==> src/rtl/pp_frame_tx.sv <==
module pp_frame_tx #(
  parameter int DATA_W      = 32,
  parameter int CNT_W       = 6,
  parameter int PAUSE_TICKS = 30,
  parameter int ONE_TICKS   = 120,
  parameter int ZERO_TICKS  = 60
) (
  input  logic              clk,
  input  logic              rst_n,
  input  logic              tick,
  input  logic              start,
  input  logic [DATA_W-1:0] data,
  input  logic [DATA_W-1:0] keystream,
  input  logic [CNT_W-1:0]  nbits,
  output logic              coil,
  output logic              busy,
  output logic              done
);
  localparam int TW = $clog2(ONE_TICKS + 1);
  localparam logic [TW-1:0] PAUSE_LAST = TW'(PAUSE_TICKS - 1);
  localparam logic [TW-1:0] ON1_LAST   = TW'(ONE_TICKS - PAUSE_TICKS - 1);
  localparam logic [TW-1:0] ON0_LAST   = TW'(ZERO_TICKS - PAUSE_TICKS - 1);
  localparam logic [CNT_W-1:0] MAX_BITS = CNT_W'(DATA_W);

  typedef enum logic [1:0] {S_IDLE, S_PAUSE, S_ON, S_END} st_t;

  st_t              st;
  logic [TW-1:0]    tcnt;
  logic [DATA_W-1:0] sh;
  logic [CNT_W-1:0] left;
  logic [CNT_W-1:0] eff;
  logic [TW-1:0]    on_last;

  assign eff     = (nbits > MAX_BITS) ? MAX_BITS : nbits;
  assign on_last = sh[0] ? ON1_LAST : ON0_LAST;
  assign coil    = (st == S_IDLE) || (st == S_ON);
  assign busy    = (st != S_IDLE);

  always_ff @(posedge clk or negedge rst_n) begin
    if (!rst_n) begin
      st   <= S_IDLE;
      tcnt <= '0;
      sh   <= '0;
      left <= '0;
      done <= 1'b0;
    end else begin
      done <= 1'b0;
      case (st)
        S_IDLE: if (start) begin
          sh   <= data ^ keystream;
          left <= eff;
          tcnt <= '0;
          st   <= (eff == '0) ? S_END : S_PAUSE;
        end
        S_PAUSE: if (tick) begin
          if (tcnt == PAUSE_LAST) begin
            tcnt <= '0;
            st   <= S_ON;
          end else tcnt <= tcnt + 1'b1;
        end
        S_ON: if (tick) begin
          if (tcnt == on_last) begin
            tcnt <= '0;
            sh   <= sh >> 1;
            left <= left - 1'b1;
            st   <= (left == CNT_W'(1)) ? S_END : S_PAUSE;
          end else tcnt <= tcnt + 1'b1;
        end
        S_END: if (tick) begin
          if (tcnt == PAUSE_LAST) begin
            tcnt <= '0;
            st   <= S_IDLE;
            done <= 1'b1;
          end else tcnt <= tcnt + 1'b1;
        end
        default: st <= S_IDLE;
      endcase
    end
  end

  AST_IDLE_COIL_OPEN: assert property (@(posedge clk) disable iff (!rst_n) !busy |-> coil);
  AST_DONE_AT_BUSY_FALL: assert property (@(posedge clk) disable iff (!rst_n) done |-> (!busy && $past(busy)));
  AST_DONE_SINGLE: assert property (@(posedge clk) disable iff (!rst_n) done |=> !done);
  AST_START_IGNORED: assert property (@(posedge clk) disable iff (!rst_n) (busy && start && !tick) |=> ($stable(sh) && $stable(left)));
  AST_TICK_GATES: assert property (@(posedge clk) disable iff (!rst_n) (busy && !tick) |=> ($stable(coil) && $stable(tcnt)));
  AST_PAUSE_LEN: assert property (@(posedge clk) disable iff (!rst_n) (busy && $rose(coil)) |-> ($past(tcnt) == PAUSE_LAST));
  AST_LEFT_BOUND: assert property (@(posedge clk) disable iff (!rst_n) left <= MAX_BITS);
endmodule

==> config.mk <==
export PLATFORM = sky130hd
export DESIGN_NAME = pp_frame_tx
export DESIGN_NICKNAME = d
export VERILOG_FILES = /design/src/rtl/pp_frame_tx.sv
export SDC_FILE = /design/constraint.sdc
export NUM_CORES = 1
export LEC_CHECK = 0
export CAP_MARGIN = 20
export CELL_PAD_IN_SITES_DETAIL_PLACEMENT = 0
export CELL_PAD_IN_SITES_GLOBAL_PLACEMENT = 2
export CORE_UTILIZATION = 30
export DETAILED_ROUTE_END_ITERATION = 10
export GPL_TIMING_DRIVEN = 0
export PLACE_DENSITY = 0.86
export SLEW_MARGIN = 20
export SYNTH_ARGS = -nofsm -noshare
export SYNTH_HDL_FRONTEND = slang
export SYNTH_SLANG_ARGS = --single-unit
==> constraint.sdc <==
create_clock -name clk -period 4.9 [get_ports clk]
set_input_delay 0.735 -clock clk [delete_from_list [all_inputs] [get_ports clk]]
set_output_delay 0.735 -clock clk [all_outputs]
set_load 0.01 [all_outputs]
Yosys cells after proc, flatten, opt, wreduce, memory -nomap -nowiden

Cells that the tools add are included.

Register bits after elaboration: 48
Bits in latches: 0
RAM bits: 0
Bits in read-only memories: 0
Input bits: 74
Output and inout bits: 3
Logic and storage cells: 61
Memories kept: 0

Add/sub/neg operators: 2
Multipliers: 0
Divide/modulo/power cells: 0
$lt $le $gt $ge: 1
Equal/unequal tests: 14
Shift operators: 0
Multiplexer cells: 29
Bitwise operators: 1
Reductions and logical operators: 9

Operators by type and width:

| kind                                                               | number |
|---|---|
| 32-bit two-way mux                                                 | 3 |
| 32-bit one-hot mux with 2 select lines                             | 1 |
| 7-bit two-way mux                                                  | 6 |
| 32-bit XOR                                                         | 1 |
| 6-bit two-way mux                                                  | 4 |
| 7-bit one-hot mux with 3 select lines                              | 1 |
| 2-bit two-way mux                                                  | 9 |
| 2-bit != test, second input constant                               | 6 |
| 6-bit one-hot mux with 2 select lines                              | 1 |
| 2-bit one-hot mux with 4 select lines                              | 1 |
| 7-bit by 1-bit adder with 7-bit output, second input constant      | 1 |
| 7-bit by 5-bit == test with 1-bit output, second input constant    | 1 |
| 7-bit == test                                                      | 1 |
| 7-bit AND reduction                                                | 1 |
| 6-bit by 1-bit == test with 1-bit output, second input constant    | 1 |
| 6-bit greater-than comparator, second input constant               | 1 |
| 6-bit logical NOT                                                  | 1 |
| 6-bit by 1-bit subtractor with 6-bit output, second input constant | 1 |
| 2-bit == test, second input constant                               | 2 |
| 2-bit by 1-bit != test with 1-bit output, second input constant    | 2 |
| 4-bit AND reduction                                                | 1 |
| 2-bit nonzero test                                                 | 2 |
| 1-bit two-way mux                                                  | 3 |
| 3-bit AND reduction                                                | 1 |
| other kinds (4)                                                    | 4 |

Depth between registers and ports, before layout

Depth in word-level cells: 6
Depth in mapped cells: 8
Depth with buffers taken out: 6

Worst setup path after synthesis

OpenSTA, ideal clock, no wires.

Kind: input to register
Start point: input port start
End point: register left[0]
Setup time: 0.126 ns
Arrival: 1.545 ns
Required time: 4.774 ns
Path slack: 3.229 ns
Cell stages on the path: 7
Path buffers: 2
Cell sequence: inv_1 nor3_1 a41oi_2 buf_6 buf_6 o21ai_2 o31ai_2

Longest elaborated chain between the ends: 2

Ends and longest elaborated chain:

| item                          | RTL line | source |
|---|---|---|
| start: declaration            | 11       | `input logic start,` |
| 2-bit != test (no line)       | -        |  |
| 4-bit AND reduction (no line) | -        |  |
| end signal: assignment        | 65       | `left <= left - 1'b1;` |
| end: declaration              | 30       | `logic [CNT_W-1:0] left;` |

No other way between the ends.
A chain may end at the register's enable or synchronous reset.

Worst setup path in the final report

Start point: register st[0]
End point: output port busy

Longest elaborated chain between the ends: 1

Ends and longest elaborated chain:

| item                     | RTL line | source |
|---|---|---|
| start: declaration       | 27       | `st_t st;` |
| start signal: assignment | 53       | `st <= (eff == '0) ? S_END : S_PAUSE;` |
| start signal: assignment | 66       | `st <= (left == CNT_W'(1)) ? S_END : S_PAUSE;` |
| 2-bit nonzero test       | 37       | `assign busy = (st != S_IDLE);` |
| end: declaration         | 16       | `output logic busy,` |

No other way between the ends.

==> flow_metrics.tcl <==
set metrics [dict create \
    endpoint_kind "primary output" \
    tightest_slew_ns 0.6392 \
    finalWeightedCongestion 0.7604 \
    ys_seq_elements 48 \
    numCtsBuffers 5 \
    synth_area_leader_cell "dfrtp_1" \
    layout.nets 483 \
    worstPathRequired_ns 4.16 \
    post_cts_buffers 0 \
    grt_overflow 0 \
    io_buffers 76 \
    drive_above_1_share_pct 7.143 \
    grt_first_pass_wirelength_mm 11.67 \
    ys_seq_area_share_pct 43.54 \
    die_h_um 97.90 \
    rows 34 \
    power.density_mw_per_mm2 438.5 \
    synth_edf_count 0 \
    grt_max_degree 49 \
    drtIter0Drc 76 \
    worstSetupStartpoint "st[0]" \
    leakage_nw 1.576 \
    setup_tns_ns 0 \
    setup_slack_ns 2.494 \
    syn_nets 400 \
    drc 4 \
    avgViaCountPerCell 4.914 \
    htreeDepth 2 \
    die_area_mm2 0.009583 \
    ant_nets 0 \
    maxSlewViolCount 0 \
    synthTopCellsByArea "dfrtp_1 (44%), xnor2_1 (10%), a21oi_1 (8.2%)" \
    syn_area_per_cell_um2 8.568 \
    n_fill_cell 885 \
    slew_headroom_pct 57.38 \
    routed_wirelength_mm 6.772 \
    final_common_cell "clkdlybuf4s50_1" \
    synth_area_mm2 0.002759 \
    insertion_delay_ns 0.30 \
    rsz0062_at_grt "no" \
    wl_per_cell_um 13.18 \
    area_growth_pct 36.96 \
    dp_hpwl_mm 4.935 \
    cp_slowest_cell "clkdlybuf4s50_1" \
    pre_cts_slack_ns 2.525 \
    antenna_found_initial 0 \
    synth_top_area_share_pct 43.54 \
    finClkSkew_ns 0.006928 \
    path_clk_slew_ns 0.09 \
    num_antenna_cells 0 \
    worstPathArrival_ns 1.67 \
    cts_sinks 48 \
    synth.lib_cells_used.distinct 39 \
    critPathKind "register to primary output" \
    violations "design-rule violations" \
    peakVddDrop_mv 0.1432 \
    grt_pass1_vias 2489 \
    min_period_ns 2.406 \
    dieWidth_um 97.90 \
    core_mm2 0.008806 \
    worstPathMaxFanout 10 \
    mostFrequentLayoutCells "clkdlybuf4s50_1 (75), dfrtp_1 (48), a21oi_1 (45)" \
    cts_buffer_depth 2 \
    netlist_instances 322 \
    status "finished, violations left" \
    worstReg2RegStart "tcnt[1]" \
    initial_utilization_pct 31.33 \
    startpoint_type "register" \
    path_cells "buf_2 > nor2_1 > inv_1 > clkdlybuf4s50_1" \
    first_pass_iters 7 \
    min_path_type "input pin to asynchronous set/reset pin" \
    final_core_util_pct 42.91 \
    setup_viol 0 \
    root_buffer "clkbuf_8" \
    finalHoldViolations 0 \
    hold-worst-slack_ns 0.4457 \
    grtUsageTotal_pct 14.96 \
    io_pins 77 \
    cts_hold_buf 0 \
    drv_cap 0 \
    cts_resized 0 \
    period_share_pct 49.11 \
    cts_tree "yes" \
    vias 2526 \
    yosys_warnings 0 \
    synth_flop_cell "dfrtp_1" \
    synthArstFlopShare_pct 100.0 \
    fmax_ghz 0.4156 \
    slowest_delay_ns 0.50 \
]
-- path summary, 6_finish.rpt --
kind | endpoint | slack, ns | cells past startpoint
worst min register to register | sh[18] | 0.48 | 2
max in group asynchronous | left[5] | 4.02 | 1
worst max-delay path | busy | 2.49 | 4
worst min-delay path | sh[21] | 0.45 | 1
worst max register to register | sh[25] | 3.04 | 8
min in group clk | sh[18] | 0.48 | 2
-- report_power, final --
part	total (mW)	switching, mW	leakage [nW]	internal, mW
Clock	0.318	0.138	0.0645	0.180
Combinational	0.639	0.350	0.913	0.288
Sequential	0.700	0.130	0.599	0.570
Total	1.66	0.619	1.58	1.04
-- metrics by stage --
step	cell area (um2)	total power [mW]	instances
2_1_floorplan	2759	1.120	322
3_3_place_gp	3655	1.325	506
3_5_place_dp	3652	1.353	506
4_1_cts	3779	1.674	514
5_1_grt	3779	1.796	514
6_report	3779	1.657	514
-- area by class of cell --
class	instances	area, um2	share of cell area, %
Buffer	19	101.3	2.682
Clock buffer	7	96.34	2.550
Clock inverter	1	30.03	0.7947
Inverter	8	30.03	0.7947
Multi-Input combinational cell	247	1426	37.75
Sequential cell	48	1201	31.79
Tap cell	108	135.1	3.576
Timing Repair Buffer	76	758.2	20.07
-- kinds of logic (layout without fill, tap and decap cells) --
group | count (synthesis) | count (layout) | synth area share, %
AOI/OAI and AO/OA | 103 | 103 | 22.04
and+or+nand+nor | 105 | 105 | 16.60
muxes | 2 | 2 | 0.7710
buffers and inverters | 27 | 111 | 4.762
adders and majority gates | 4 | 4 | 1.814
DFF | 48 | 48 | 43.54
xor gates and xnor gates | 33 | 33 | 10.48
-- synthesized netlist by cell type (2+ instances only) --
cell type  number
o22ai_1         2
a21oi_1        45
dfrtp_1        48
a31oi_1         4
nor2b_1         2
xnor2_1        33
nand3_1         4
ha_1            4
a41oi_1         3
and3_1          2
inv_1           8
nand2_1        42
buf_4           2
nand2b_1        4
nand4_1         2
nor3_1          5
buf_6           2
o21ai_0        35
nor2_1         39
clkbuf_1        9
o31ai_2         2
buf_2           6
o22a_1          3
-- registers in the layout (all words and copies together), names as in the netlist --
register,cells
st,2
sh,32
done,1
left,6
tcnt,7
-- worst max-delay path: cells and delay by family, from the launching register on --
family,cells,cell delay [ns]
AND/OR/NAND/NOR,1,0.21
flip-flops,1,0.38
buffers and inverters,3,0.78
-- routing by layer --
layer / vias up / part of all wire [%] / global-route usage, %
met5: - / 0 / 0
met4: 0 / 1.3 / 4.079
met3: 9 / 5.2 / 3.150
met2: 68 / 47 / 25.19
met1: 1183 / 47 / 19.40
li1: 1266 / - / -
Power figures use the tool's default switching activity.
